### config.mk
export PLATFORM = sky130hd
export DESIGN_NAME = useq_ctrl
export DESIGN_NICKNAME = d
export VERILOG_FILES = /design/src/rtl/useq_pkg.sv /design/src/rtl/useq_ctrl_rom.sv /design/src/rtl/useq_branch_flag.sv /design/src/rtl/useq_next_addr.sv /design/src/rtl/useq_ctrl.sv
export SDC_FILE = /design/constraint.sdc
export NUM_CORES = 1
export LEC_CHECK = 0
export BUFFER_PORTS_ARGS = -buffer_cell sky130_fd_sc_hd__buf_2
export CAP_MARGIN = 25
export CORE_UTILIZATION = 50
export CTS_BUF_LIST = sky130_fd_sc_hd__clkbuf_8
export CTS_CLUSTER_DIAMETER = 30
export DETAILED_ROUTE_END_ITERATION = 12
export PLACE_DENSITY_LB_ADDON = 0.15
export SKIP_CTS_REPAIR_TIMING = 1
export SKIP_LAST_GASP = 1
export SLEW_MARGIN = 10
export SYNTH_ARGS = -nofsm -noshare
export SYNTH_HDL_FRONTEND = slang
export SYNTH_HIERARCHICAL = 1
export SYNTH_SLANG_ARGS = --single-unit
### constraint.sdc
create_clock -name clk -period 5.2 [get_ports clk]
set_clock_uncertainty 0.1 [all_clocks]
set_input_delay 0.52 -clock clk [delete_from_list [all_inputs] [get_ports clk]]
set_output_delay 0.52 -clock clk [all_outputs]
set_load 0.005 [all_outputs]
### src/rtl/useq_pkg.sv
package useq_pkg;
  parameter int ADDR_W  = 6;
  parameter int OPC_W   = 4;
  parameter int DP_W    = 26;
  parameter int INSTR_W = 16;

  typedef enum logic [1:0] {
    SEQ_UNCOND = 2'b00,
    SEQ_MEMRDY = 2'b01,
    SEQ_BRANCH = 2'b10,
    SEQ_AMODE  = 2'b11
  } seq_cond_e;

  typedef struct packed {
    logic [ADDR_W-1:0] jump;
    seq_cond_e         cond;
    logic              dispatch;
    logic [DP_W-1:0]   dp;
  } uinst_t;

  // datapath control bit positions
  localparam int DP_MEM_EN    = 0;
  localparam int DP_LD_BEN    = 1;
  localparam int DP_LD_MAR    = 2;
  localparam int DP_LD_MDR    = 3;
  localparam int DP_LD_IR     = 4;
  localparam int DP_LD_PC     = 5;
  localparam int DP_LD_REG    = 6;
  localparam int DP_LD_CC     = 7;
  localparam int DP_GATE_PC   = 8;
  localparam int DP_GATE_MDR  = 9;
  localparam int DP_GATE_ALU  = 10;
  localparam int DP_GATE_ADDR = 11;
  localparam int DP_GATE_SHF  = 12;
  localparam int DP_PC_SEL    = 13; // 2 bits
  localparam int DP_DST_SEL   = 15;
  localparam int DP_SRC1_SEL  = 16;
  localparam int DP_BASE_SEL  = 17;
  localparam int DP_OFF_SEL   = 18; // 2 bits
  localparam int DP_MAR_SEL   = 20;
  localparam int DP_ALU_OP    = 21; // 2 bits
  localparam int DP_WRITE     = 23;
  localparam int DP_BYTE      = 24;
  localparam int DP_SHIFT1    = 25;

  // microprogram state numbers
  localparam logic [ADDR_W-1:0] S_BR       = 6'd0;
  localparam logic [ADDR_W-1:0] S_JSR      = 6'd4;
  localparam logic [ADDR_W-1:0] S_LDW      = 6'd6;
  localparam logic [ADDR_W-1:0] S_BAD_A    = 6'd10;
  localparam logic [ADDR_W-1:0] S_BAD_B    = 6'd11;
  localparam logic [ADDR_W-1:0] S_FETCH    = 6'd18;
  localparam logic [ADDR_W-1:0] S_JSR_REG  = 6'd20;
  localparam logic [ADDR_W-1:0] S_JSR_REL  = 6'd21;
  localparam logic [ADDR_W-1:0] S_BR_TAKE  = 6'd22;
  localparam logic [ADDR_W-1:0] S_LDW_RD   = 6'd25;
  localparam logic [ADDR_W-1:0] S_LDW_WB   = 6'd27;
  localparam logic [ADDR_W-1:0] S_DECODE   = 6'd32;
  localparam logic [ADDR_W-1:0] S_READ     = 6'd33;
  localparam logic [ADDR_W-1:0] S_LOAD_IR  = 6'd35;
  localparam logic [ADDR_W-1:0] S_BAD_TRAP = 6'd44;
endpackage

### src/rtl/useq_ctrl_rom.sv
module useq_ctrl_rom
  import useq_pkg::*;
#(
  parameter int AW = ADDR_W
) (
  input  logic [AW-1:0] addr,
  output uinst_t        word
);
  localparam int DEPTH = 1 << AW;

  function automatic uinst_t build(input logic [ADDR_W-1:0] a);
    uinst_t u;
    u      = '0;
    u.jump = S_FETCH;
    u.cond = SEQ_UNCOND;
    case (a)
      S_FETCH: begin
        u.jump = S_READ;
        u.dp[DP_LD_MAR] = 1'b1; u.dp[DP_GATE_PC] = 1'b1; u.dp[DP_LD_PC] = 1'b1;
      end
      S_READ: begin
        u.jump = S_READ; u.cond = SEQ_MEMRDY;
        u.dp[DP_MEM_EN] = 1'b1; u.dp[DP_LD_MDR] = 1'b1;
      end
      S_LOAD_IR: begin
        u.jump = S_DECODE;
        u.dp[DP_GATE_MDR] = 1'b1; u.dp[DP_LD_IR] = 1'b1;
      end
      S_DECODE: begin
        u.dispatch = 1'b1;
        u.dp[DP_LD_BEN] = 1'b1;
      end
      S_BR: begin
        u.jump = S_FETCH; u.cond = SEQ_BRANCH;
      end
      S_BR_TAKE: begin
        u.dp[DP_LD_PC] = 1'b1; u.dp[DP_PC_SEL +: 2] = 2'd2;
        u.dp[DP_OFF_SEL +: 2] = 2'd2; u.dp[DP_SHIFT1] = 1'b1;
      end
      S_JSR: begin
        u.jump = S_JSR_REG; u.cond = SEQ_AMODE;
        u.dp[DP_GATE_PC] = 1'b1; u.dp[DP_LD_REG] = 1'b1; u.dp[DP_DST_SEL] = 1'b1;
      end
      S_JSR_REG: begin
        u.dp[DP_LD_PC] = 1'b1; u.dp[DP_PC_SEL +: 2] = 2'd2; u.dp[DP_BASE_SEL] = 1'b1;
      end
      S_JSR_REL: begin
        u.dp[DP_LD_PC] = 1'b1; u.dp[DP_PC_SEL +: 2] = 2'd2;
        u.dp[DP_OFF_SEL +: 2] = 2'd3; u.dp[DP_SHIFT1] = 1'b1;
      end
      S_LDW: begin
        u.jump = S_LDW_RD;
        u.dp[DP_LD_MAR] = 1'b1; u.dp[DP_GATE_ADDR] = 1'b1; u.dp[DP_MAR_SEL] = 1'b1;
        u.dp[DP_BASE_SEL] = 1'b1; u.dp[DP_OFF_SEL +: 2] = 2'd1; u.dp[DP_SHIFT1] = 1'b1;
      end
      S_LDW_RD: begin
        u.jump = S_LDW_RD; u.cond = SEQ_MEMRDY;
        u.dp[DP_MEM_EN] = 1'b1; u.dp[DP_LD_MDR] = 1'b1;
      end
      S_LDW_WB: begin
        u.dp[DP_GATE_MDR] = 1'b1; u.dp[DP_LD_REG] = 1'b1; u.dp[DP_LD_CC] = 1'b1;
      end
      S_BAD_A, S_BAD_B: begin
        u.jump = S_BAD_TRAP;
        u.dp[DP_GATE_PC] = 1'b1; u.dp[DP_LD_REG] = 1'b1; u.dp[DP_DST_SEL] = 1'b1;
      end
      S_BAD_TRAP: begin
        u.dp[DP_LD_PC] = 1'b1; u.dp[DP_PC_SEL +: 2] = 2'd1;
      end
      6'd1, 6'd5, 6'd9: begin
        u.dp[DP_LD_REG] = 1'b1; u.dp[DP_LD_CC] = 1'b1; u.dp[DP_GATE_ALU] = 1'b1;
        u.dp[DP_SRC1_SEL] = 1'b1;
        u.dp[DP_ALU_OP +: 2] = (a == 6'd1) ? 2'd0 : ((a == 6'd5) ? 2'd1 : 2'd2);
      end
      6'd13: begin
        u.dp[DP_LD_REG] = 1'b1; u.dp[DP_LD_CC] = 1'b1; u.dp[DP_GATE_SHF] = 1'b1;
        u.dp[DP_SRC1_SEL] = 1'b1;
      end
      6'd12: begin
        u.dp[DP_LD_PC] = 1'b1; u.dp[DP_PC_SEL +: 2] = 2'd2; u.dp[DP_BASE_SEL] = 1'b1;
      end
      6'd14: begin
        u.dp[DP_LD_REG] = 1'b1; u.dp[DP_GATE_ADDR] = 1'b1;
        u.dp[DP_OFF_SEL +: 2] = 2'd2; u.dp[DP_SHIFT1] = 1'b1;
      end
      6'd2, 6'd3, 6'd7, 6'd15: begin
        u.dp[DP_LD_MAR] = 1'b1; u.dp[DP_GATE_ADDR] = 1'b1; u.dp[DP_MAR_SEL] = 1'b1;
        u.dp[DP_BYTE] = (a == 6'd2) || (a == 6'd3);
        u.dp[DP_WRITE] = (a == 6'd3) || (a == 6'd7);
      end
      default: u.jump = S_FETCH;
    endcase
    return u;
  endfunction

  uinst_t store [DEPTH];

  for (genvar g = 0; g < DEPTH; g++) begin : g_entry
    assign store[g] = build(ADDR_W'(g));
  end

  assign word = store[addr];
endmodule

### src/rtl/useq_branch_flag.sv
module useq_branch_flag (
  input  logic       clk,
  input  logic       rst,
  input  logic [2:0] cc_mask,
  input  logic       cc_n,
  input  logic       cc_z,
  input  logic       cc_p,
  input  logic       load,
  output logic       ben_q
);
  logic ben_d;

  always_comb begin
    ben_d = (cc_mask[2] & cc_n) | (cc_mask[1] & cc_z) | (cc_mask[0] & cc_p);
  end

  always_ff @(posedge clk) begin
    if (rst)       ben_q <= 1'b0;
    else if (load) ben_q <= ben_d;
  end

  p_ben_hold_r6: assert property (@(posedge clk) disable iff (rst)
    !load |=> $stable(ben_q));
  p_ben_capture_r5: assert property (@(posedge clk) disable iff (rst)
    (load && !(cc_mask[2] & cc_n) && !(cc_mask[1] & cc_z) && !(cc_mask[0] & cc_p))
    |=> !ben_q);
endmodule

### src/rtl/useq_next_addr.sv
module useq_next_addr
  import useq_pkg::*;
#(
  parameter int AW = ADDR_W,
  parameter int OW = OPC_W
) (
  input  logic [AW-1:0] jump,
  input  seq_cond_e     cond,
  input  logic          dispatch,
  input  logic [OW-1:0] opcode,
  input  logic          ben,
  input  logic          ready,
  input  logic          amode,
  output logic [AW-1:0] next
);
  localparam int PAD_W = AW - OW;
  logic [AW-1:0] modded;

  always_comb begin
    modded = jump;
    unique case (cond)
      SEQ_MEMRDY: modded[1] = jump[1] | ready;
      SEQ_BRANCH: modded[2] = jump[2] | ben;
      SEQ_AMODE:  modded[0] = jump[0] | amode;
      default:    modded = jump;
    endcase
    next = dispatch ? {{PAD_W{1'b0}}, opcode} : modded;
  end
endmodule

### src/rtl/useq_ctrl.sv
module useq_ctrl
  import useq_pkg::*;
#(
  parameter int AW = ADDR_W,
  parameter int IW = INSTR_W,
  parameter int CW = DP_W
) (
  input  logic          clk,
  input  logic          rst,
  input  logic [IW-1:0] instr,
  input  logic          cc_n,
  input  logic          cc_z,
  input  logic          cc_p,
  input  logic          mem_ready,
  output logic [CW-1:0] ctrl_word,
  output logic [AW-1:0] state
);
  localparam int OPC_LSB = IW - OPC_W;

  logic [AW-1:0] state_q;
  logic [AW-1:0] next_state;
  uinst_t        uword;
  logic          ben;

  useq_ctrl_rom #(.AW(AW)) u_rom (
    .addr (state_q),
    .word (uword)
  );

  useq_branch_flag u_flag (
    .clk     (clk),
    .rst     (rst),
    .cc_mask (instr[11:9]),
    .cc_n    (cc_n),
    .cc_z    (cc_z),
    .cc_p    (cc_p),
    .load    (uword.dp[DP_LD_BEN]),
    .ben_q   (ben)
  );

  useq_next_addr #(.AW(AW), .OW(OPC_W)) u_next (
    .jump     (uword.jump),
    .cond     (uword.cond),
    .dispatch (uword.dispatch),
    .opcode   (instr[IW-1:OPC_LSB]),
    .ben      (ben),
    .ready    (mem_ready),
    .amode    (instr[11]),
    .next     (next_state)
  );

  always_ff @(posedge clk) begin
    if (rst) state_q <= S_FETCH;
    else     state_q <= next_state;
  end

  assign state     = state_q;
  assign ctrl_word = uword.dp;

  p_reset_fetch_r1: assert property (@(posedge clk) disable iff (rst)
    $past(rst) |-> state_q == S_FETCH);
  p_dispatch_r4: assert property (@(posedge clk) disable iff (rst)
    state_q == S_DECODE |=> state_q == {2'b00, $past(instr[IW-1:OPC_LSB])});
  p_fetch_uncond_r2: assert property (@(posedge clk) disable iff (rst)
    state_q == S_FETCH |=> state_q == S_READ);
  p_read_wait_r3: assert property (@(posedge clk) disable iff (rst)
    (state_q == S_READ && !mem_ready) |=> state_q == S_READ);
  p_ldw_wait_r9: assert property (@(posedge clk) disable iff (rst)
    (state_q == S_LDW_RD && !mem_ready) |=> state_q == S_LDW_RD);
  p_amode_r7: assert property (@(posedge clk) disable iff (rst)
    state_q == S_JSR |=> state_q == {5'b01010, $past(instr[11])});
  p_bad_exit_r8: assert property (@(posedge clk) disable iff (rst)
    state_q == S_BAD_TRAP |=> state_q == S_FETCH);
endmodule

=== Yosys cells after proc, flatten, opt, wreduce, memory -nomap -nowiden ===
Memories as Yosys holds them, arrays and structs flattened.
Index checks and enable logic that the tools add are counted.

* Flip-flop bits (word level): 7
* Bits in latches: 0
* RAM bits: 0
* Bits in read-only memories: 2240
* Input port bits: 22
* Output and inout bits: 32
* Memories: 1

{| class="wikitable"
|+ Memories
! name !! words !! bits a word !! read ports !! clocked after memory_dff !! write ports !! line !! text
|-
| (no name shown) || 64 || 35 || 1 || 0 || 0 || useq_ctrl_rom.sv:102 || <nowiki>assign word = store[addr];</nowiki>
|}

* Add/sub/neg operators: 0
* Multipliers: 0
* Divide/modulo/power cells: 0
* $lt $le $gt $ge: 1
* Equal/unequal tests: 3
* Shift-type cells: 0
* Multiplexer cells: 6
* Bitwise logic cells: 9
* Reductions and logical operators: 1

{| class="wikitable"
|+ Operators with widths
! operator !! number
|-
| $mux 35 || 2
|-
| $ge 7x7->1 const B || 1
|-
| $not 6->7 || 1
|-
| $mux 5 || 1
|-
| $or 1x1->1 || 5
|-
| $eq 2x2->1 const B || 2
|-
| $and 1x1->1 || 3
|-
| $mux 1 || 3
|-
| $eq 2x1->1 const B || 1
|-
| $reduce_or 2->1 || 1
|}

=== Depth between registers and ports, before layout ===
Gate-level depths: netlist of run 1.

* Depth after elaboration: 7
* Gate-level depth with buffers: 10
* Gate-level depth less buffers: 8

=== Cells and area by module ===
Netlist of run 1, hierarchy kept.

{| class="wikitable"
|+ Modules (own cells, without submodules)
! module !! times used !! cells an instance !! area each (µm²) !! seq. area each (µm²)
|-
| useq_ctrl_rom || 1 || 106 || 734.5 || 0.0
|-
| useq_ctrl || 1 || 12 || 157.7 || 120.1
|-
| useq_next_addr || 1 || 15 || 102.6 || 0.0
|-
| useq_branch_flag || 1 || 4 || 41.3 || 20.0
|}

=== Least setup slack after synthesis of run 1 ===
OpenSTA, ideal clock, no wires.

* Kind: register to register
* From: register state_q[1] (netlist: state[1])
* To: register state_q[3] (netlist: state[3])
* Library setup time: 114 ps
* Arrival time: 1915 ps
* Slack: 3072 ps
* Cell stages (with the launch flop): 9
* Path buffers: 2
* Cells stage by stage: dfxtp_1 > inv_1 > ha_1 > nand2_1 > nor4_1 > buf_4 > buf_6 > mux2_4 > nor2b_1

{| class="wikitable"
|+ RTL lines
! element !! line !! text
|-
| start: declaration || useq_ctrl.sv:20 || <nowiki>logic [AW-1:0] state_q;</nowiki>
|-
| start signal: assignment || useq_ctrl.sv:54 || <nowiki>else state_q <= next_state;</nowiki>
|}

=== Worst setup path in the final report of run 1 ===
* From: register state_q[3] (netlist: state[3])
* To: output ctrl_word[5]

* Word-level cells in the longest chain between the ends: 4

{| class="wikitable"
|+ Ends and longest elaborated chain
! element !! line !! text
|-
| $not 6->7 (implied by the code) || useq_ctrl_rom.sv:102 ||
|-
| $mem_v2 64x35 || n/a ||
|-
| $mux 35 (implied by the code) (2 in series) || useq_ctrl_rom.sv:102 ||
|-
| end: declaration || useq_ctrl.sv:15 || <nowiki>output logic [CW-1:0] ctrl_word,</nowiki>
|}

No other way between the ends. The select of a mux whose other input is x is not followed.

==> results of run 1 <==
==> power by group <==
group	leakage [nW]	switching (mW)	internal (mW)
registers	0.0574	0.0472	0.0658
logic	0.515	0.130	0.128
clock network	0.0269	0.0223	0.0509
==> per-stage QoR <==
step	cell area (µm²)	setup WS (ns)	cells	power, mW	utilization
finish	1246	2.690	201	0.4440	0.6352
global route	1246	2.552	201	0.4876	0.6352
CTS	1246	2.709	201	0.4425	0.6352
detailed placement	1201	2.950	197	0.3671	0.6122
global placement	1201	2.965	197	0.3600	0.6122
floorplan	1036	3.072	137	0.2929	-
==> how the worst max path moves through the flow <==
stage | end | slack (ns) | startpoint
final | ctrl_word[5] | 2.69 | state[3]
after floorplan | state[3] | 3.07 | state[1]
after global routing | ctrl_word[9] | 2.55 | state[4]
after CTS | ctrl_word[5] | 2.71 | state[3]
after global placement | ctrl_word[5] | 2.97 | state[3]
after detailed placement | ctrl_word[5] | 2.95 | state[3]
==> layout by cell type, fill, tap and decap left out, types with 2 or more instances in the layout <==
cell,netlist,final
buf_2,2,44
a21oi_1,11,11
nor2b_1,10,10
nor2_1,8,8
inv_1,6,7
dfxtp_1,7,7
nand3_1,7,7
nand2b_1,6,6
ha_1,6,6
nand3b_1,5,5
nand2_1,5,5
nor3_1,5,5
or2_1,4,4
clkbuf_8,0,3
inv_2,3,3
a2bb2oi_1,3,3
a211oi_1,2,2
and2b_1,2,2
nor3b_1,2,2
and3b_1,2,2
and3_1,2,2
a21o_1,2,2
==> cell type report <==
type,instances,area [µm²],share of cell area
tap,27,33.78,0.02711
multi-input combinational,109,765.7,0.6145
sequential,7,140.1,0.1124
clock buffer,3,41.29,0.03313
timing repair buffer,45,227.7,0.1827
inverter,9,33.78,0.02711
clock inverter,1,3.754,0.003012
==> logic make-up (layout without fill, tap and decap cells) <==
family,Yosys count,after routing
and+or+nand+nor,66,66
buffers and inverters,21,58
adders and majority gates,6,6
muxes,1,1
DFF,7,7
AOI/OAI and AO/OA,35,35
xor gates and xnor gates,1,1
==> metal layers <==
metal  part of all wire  up-vias
li1                   -      560
met1               0.46      528
met2               0.49       37
met3              0.048        0
met4                  0        0
met5                  0        -
==> flip-flops by register name, indices dropped and copies added, names as in the netlist <==
| register | flops |
|---|---|
| state | 6 |
| u_flag/ben_q | 1 |
==> critical path, stage by stage (launching register included) <==
cell,delay (ns)
dfxtp_1,0.73
inv_2,0.22
or3_4,0.43
o22ai_1,0.15
buf_2,0.13
==> insert_results.sql, run 1 <==
INSERT INTO impl_metrics (metric_group, metric, value, unit) VALUES
('clocking', 'clkSlewWorstSetupHoldPaths', '0.04', 'ns'),
('logic_synthesis', 'post_synth_num_cell_types', '50', ''),
('worst_hold_path', 'whs_endpoint', 'u_flag/ben_q', ''),
('global_routing', 'via_count_of_the_first_global_routing_pass', '868', ''),
('logic_synthesis', 'synth.ff_latch_count', '7', ''),
('placed_design', 'dp_hpwl', '1.862', 'mm'),
('floorplan', 'die_height', '47.52', 'µm'),
('critical_path', 'worstReg2RegStart', 'state[2]', ''),
('logic_synthesis', 'syn-num-nets', '165', ''),
('critical_path', 'path_max_fanout', '18', ''),
('critical_path', 'critical_path_class', 'reg2out', ''),
('global_routing', 'largest_net_degree_at_the_start_of_global_routing', '27', ''),
('power', 'leakage', '0.5995', 'nW'),
('logic_synthesis', 'netlist_top_cells_count', 'a21oi_1, nor2b_1, nor2_1', ''),
('logic_synthesis', 'seq_area_frac_synth', '0.1353', ''),
('global_routing', 'grt_util_met2', '0.3918', ''),
('routing', 'drc', '0', ''),
('clocking', 'tritoncts_clock_tree', 'built', ''),
('logic_synthesis', 'synthAdderAreaFrac', '0.07246', ''),
('final_layout', 'filler_cell_count', '211', ''),
('logic_synthesis', 'synth.cell_area', '1036', 'µm²'),
('sta', 'final-setup-viol-count', '0', ''),
('critical_path', 'critical_path_arrival', '1.89', 'ns'),
('critical_path', 'startpoint_type', 'flip-flop', ''),
('logic_synthesis', 'post-synth-top-count-cell', 'a21oi_1', ''),
('logic_synthesis', 'synth_enable_flop_cells', '0', ''),
('logic_synthesis', 'synthFlopType', 'dfxtp_1', ''),
('outcome', 'status', 'finished clean', ''),
('clocking', 'clock-sinks', '7', ''),
('routing', 'routed-via-count', '1125', ''),
('logic_synthesis', 'synth_compound_area_frac', '0.2572', ''),
('routing', 'routed_wl', '2.562', 'mm'),
('critical_path', 'worstRegToRegCells', '6', ''),
('final_layout', 'antenna-diode-count', '0', ''),
('sta', 'slew_headroom', '0.4483', ''),
('routing', 'drt-vias-per-instance', '5.597', ''),
('global_routing', 'globalRouteMet1Util', '0.3303', ''),
('floorplan', 'placementRows', '16', ''),
('placed_design', 'portBuffers', '44', ''),
('final_layout', 'post_route_cells_drive_above_1_share', '0.3391', ''),
('logic_synthesis', 'syn-instance-count', '137', ''),
('logic_synthesis', 'post_synth_mux_area_share', '0.01449', ''),
('clocking', 'cts.path.max_buffers', '2', ''),
('clocking', 'clk-insertion-delay-late', '0.22', 'ns'),
('floorplan', 'initial_standard_cell_utilization_of_the_core', '0.5281', ''),
('sta', 'tightestPinTransition', '0.8264', 'ns'),
('worst_hold_path', 'worstHoldPathType', 'reg2reg', ''),
('sta', 'max_clock_freq', '0.3985', 'GHz'),
('sta', 'final.setup.tns', '0', 'ns'),
('power', 'worst_ir_drop_vdd', '0.2149', 'mV'),
('sta', 'timing.final.crit_period', '2.510', 'ns'),
('logic_synthesis', 'synth_simple_gate_area_frac', '0.3865', ''),
('sta', 'rsz_0062_raised_after_global_routing', 'false', ''),
('sta', 'final_min_period_over_clock_period', '0.4826', ''),
('floorplan', 'floorplan.die_area', '2258', 'µm²'),
('routing', 'wire_per_inst', '12.75', 'µm'),
('critical_path', 'worstSetupEndpointType', 'output pin', ''),
('floorplan', 'coreArea', '1962', 'µm²'),
('critical_path', 'r2r-end', 'state[0]', ''),
('global_routing', 'gr-total-overflow', '0', ''),
('floorplan', 'dieWidth', '47.52', 'µm'),
('logic_synthesis', 'synth_area_leader_cell', 'dfxtp_1', ''),
('global_routing', 'grtUsageMet3', '0.02264', ''),
('global_routing', 'globalRouteTotalUtil', '0.2378', ''),
('logic_synthesis', 'yosys.area_share.xor_xnor', '0.008454', ''),
('logic_synthesis', 'combinational_family_with_the_most_area_after_synthesis', 'simple AND/OR/NAND/NOR gates', ''),
('logic_synthesis', 'post_synth.cell_area_avg', '7.562', 'µm²'),
('routing', 'detailedRoute.firstPassIterationCount', '4', ''),
('logic_synthesis', 'post_synth_main_area_contributors', 'dfxtp_1, ha_1, nor2b_1', ''),
('flow_run', 'timing.max_cap.violations', '0', ''),
('clocking', 'tritoncts.num_buffers', '3', '');
Note: power is estimated with default switching activity, not from simulation.
==> run 2, diff against run 1 <==
Settings changed: ABC_AREA from default to 1, CORE_UTILIZATION 50 to 41.
Clock period 5.2 ns to 2.15 ns, I/O delays scaled along.
==> insert_results.sql, run 2 <==
INSERT INTO impl_metrics (metric_group, metric, value, unit) VALUES
('outcome', 'status', 'finished clean', ''),
('global_routing', 'gr-total-overflow', '0', ''),
('floorplan', 'design.portCount', '54', ''),
('logic_synthesis', 'seq_area_frac_synth', '0.1507', ''),
('logic_synthesis', 'synth_area_leader_cell', 'dfxtp_1', ''),
('sta', 'timing.final.crit_period', '1.971', 'ns'),
('worst_hold_path', 'worstHoldPathType', 'in2reg', ''),
('final_layout', 'flip_flop_count_of_the_largest_register_all_copies_and_words_added', '6', ''),
('logic_synthesis', 'synthFlopType', 'dfxtp_1', ''),
('logic_synthesis', 'synth.cell_area', '929.6', 'µm²'),
('logic_synthesis', 'synth_compound_area_frac', '0.08210', ''),
('power', 'report.power.total', '1.352', 'mW'),
('critical_path', 'startpoint_type', 'flip-flop', ''),
('logic_synthesis', 'synth.ff_latch_count', '7', ''),
('routing', 'routed_wl', '2.535', 'mm'),
('sta', 'maxSlewViolCount', '0', ''),
('final_layout', 'synthToLayoutAreaGrowth', '29.88', '%'),
('flow_run', 'timing.max_cap.violations', '0', ''),
('final_layout', 'final_cell_mix', 'buf_2, nor2_1, nand2_1', ''),
('logic_synthesis', 'yosysTopAreaCellShare', '0.1507', ''),
('sta', 'tightestPinTransition', '0.3333', 'ns'),
('logic_synthesis', 'post-synth-top-count-cell', 'nor2_1', ''),
('logic_synthesis', 'post_synth_mux_area_share', '0', ''),
('routing', 'drc', '0', ''),
('floorplan', 'dieWidth', '49.62', 'µm'),
('placed_design', 'dp_hpwl', '2.022', 'mm'),
('final_layout', 'post-route-cell-area', '1207', 'µm²'),
('logic_synthesis', 'post_synth.cell_area_avg', '5.669', 'µm²'),
('clocking', 'clock-sinks', '7', ''),
('logic_synthesis', 'synthesis.yosys.warnings', '6', ''),
('logic_synthesis', 'synth_enable_flop_cells', '0', ''),
('final_layout', 'most_common_cell_after_layout_fill_and_taps_aside', 'buf_2', ''),
('clocking', 'root_buffer', 'clkbuf_8', ''),
('routing', 'detailedRoute.firstPassIterationCount', '4', ''),
('routing', 'drt-vias-per-instance', '4.853', ''),
('clocking', 'tritoncts_clock_tree', 'built', ''),
('power', 'worst_ir_drop_vdd', '0.6464', 'mV'),
('critical_path', 'critical_path_arrival', '1.66', 'ns'),
('floorplan', 'placementRows', '16', ''),
('sta', 'final-setup-viol-count', '0', ''),
('sta', 'finalHoldViolCount', '0', ''),
('sta', 'final.setup.tns', '0', 'ns'),
('critical_path', 'path_max_fanout', '7', ''),
('logic_synthesis', 'post_synth_main_area_contributors', 'dfxtp_1, nor2_1, nand2_1', ''),
('sta', 'max_clock_freq', '0.5074', 'GHz'),
('global_routing', 'largest_net_degree_at_the_start_of_global_routing', '12', ''),
('critical_path', 'worstPathRequired', '1.84', 'ns'),
('critical_path', 'critical_path_class', 'reg2out', ''),
('critical_path', 'worstRegToRegCells', '10', ''),
('final_layout', 'post_route_cells_drive_above_1_share', '0.3128', ''),
('final_layout', 'final_core_utilization', '0.5913', ''),
('final_layout', 'fin_nets', '240', ''),
('logic_synthesis', 'netlist_top_cells_count', 'nor2_1, nand2_1, inv_1, nand3_1, dfxtp_1', ''),
('placed_design', 'portBuffers', '44', ''),
('global_routing', 'antenna_found_initial', '0', ''),
('global_routing', 'globalRouteMet1Util', '0.2783', ''),
('placed_design', 'placed_cell_area', '1162', 'µm²'),
('routing', 'wire_per_inst', '10.65', 'µm'),
('logic_synthesis', 'combinational_family_with_the_most_area_after_synthesis', 'simple AND/OR/NAND/NOR gates', ''),
('placed_design', 'gpl.final_weighted_congestion', '0.8854', ''),
('clocking', 'htree_num_levels', '1', ''),
('critical_path', 'worstSetupEndpointType', 'output pin', ''),
('sta', 'final_min_period_over_clock_period', '0.9166', ''),
('clocking', 'cts.path.max_buffers', '2', ''),
('global_routing', 'grt_util_met2', '0.3378', ''),
('routing', 'ant_nets', '0', ''),
('routing', 'drtIter0Drc', '36', ''),
('final_layout', 'antenna-diode-count', '0', ''),
('power', 'leakage', '0.7718', 'nW'),
('logic_synthesis', 'yosys.area_share.xor_xnor', '0', ''),
('global_routing', 'global_route.peak_usage_layer', 'met2', ''),
('logic_synthesis', 'synthAdderAreaFrac', '0.08075', ''),
('global_routing', 'wire_length_of_the_first_global_routing_pass', '3.967', 'mm'),
('global_routing', 'grtUsageMet3', '0.05556', ''),
('logic_synthesis', 'syn-num-nets', '192', ''),
('global_routing', 'globalRouteTotalUtil', '0.2085', ''),
('logic_synthesis', 'synth_simple_gate_area_frac', '0.4899', ''),
('floorplan', 'initial_standard_cell_utilization_of_the_core', '0.4553', ''),
('floorplan', 'coreArea', '2042', 'µm²'),
('floorplan', 'floorplan.die_area', '2462', 'µm²'),
('sta', 'rsz_0062_raised_after_global_routing', 'false', ''),
('floorplan', 'die_height', '49.62', 'µm'),
('worst_hold_path', 'hold-path-cell-count', '2', ''),
('clocking', 'clkSlewWorstSetupHoldPaths', '0.04', 'ns'),
('sta', 'slew_headroom', '0.7775', ''),
('logic_synthesis', 'post_synth_num_cell_types', '20', ''),
('logic_synthesis', 'syn-instance-count', '164', ''),
('clocking', 'clk-insertion-delay-late', '0.23', 'ns'),
('power', 'power.density_cell_area', '1120', 'nW/µm²'),
('final_layout', 'filler_cell_count', '224', ''),
('clocking', 'tritoncts.num_buffers', '3', ''),
('routing', 'routed-via-count', '1155', ''),
('logic_synthesis', 'asyncSetResetFlopFracSynth', '0', ''),
('global_routing', 'via_count_of_the_first_global_routing_pass', '933', '');
==> run 2: logic make-up after synthesis <==
logic type | Yosys count
buffers and inverters | 38
adder cells (fa/ha/maj) | 6
flip-flops | 7
AO/OA/AOI/OAI | 13
AND/OR/NAND/NOR | 100
==> run 2: where the power goes <==
| group | switching, mW | total (mW) | leakage, nW | internal (mW) |
|---|---|---|---|---|
| Sequential | 0.0701 | 0.242 | 0.0575 | 0.172 |
| Combinational | 0.553 | 0.927 | 0.687 | 0.374 |
| Clock | 0.0591 | 0.183 | 0.0269 | 0.124 |
==> run 2: critical path, stage by stage (launching register included) <==
cell and delay [ns]:
dfxtp_1 0.38, inv_1 0.16, ha_1 0.24, inv_1 0.09
nor3_1 0.22, nand2_1 0.12, nand2_1 0.10, buf_2 0.12
==> run 2: area by class of cell <==
class,instances,area (µm²),area share
clock buffer,3,41.29,0.03420
clock inverter,1,3.754,0.003109
sequential,7,140.1,0.1161
multi-input combinational,119,606.8,0.5026
timing repair buffer,50,265.3,0.2197
inverter,31,116.4,0.09637
tap,27,33.78,0.02798
==> run 2: worst paths after layout <==
| kind | from | endpoint | slack (ns) |
|---|---|---|---|
| max | state[0] | ctrl_word[15] | 0.18 |
| min | rst | state[3] | 0.15 |
| min reg2reg | u_flag/ben_q | u_flag/ben_q | 0.42 |
| max reg2reg | state[0] | state[1] | 0.32 |
==> run 2: stage by stage <==
| stage | cells | hold slack [ns] | setup slack, ns |
|---|---|---|---|
| 6_report | 238 | 0.1480 | 0.1793 |
| 2_1_floorplan | 164 | 0.1862 | 0.4787 |
| 3_5_place_dp | 234 | 0.3823 | 0.3668 |
| 5_1_grt | 238 | 0.1545 | 0.09401 |
| 4_1_cts | 238 | 0.1448 | 0.1796 |
| 3_3_place_gp | 234 | 0.3740 | 0.3680 |
==> run 2: routing by layer <==
metal | routed length [µm] | vias up
li1 | - | 594
met1 | 1209 | 513
met2 | 1151 | 48
met3 | 174 | 0
met4 | 0 | 0
met5 | 0 | -
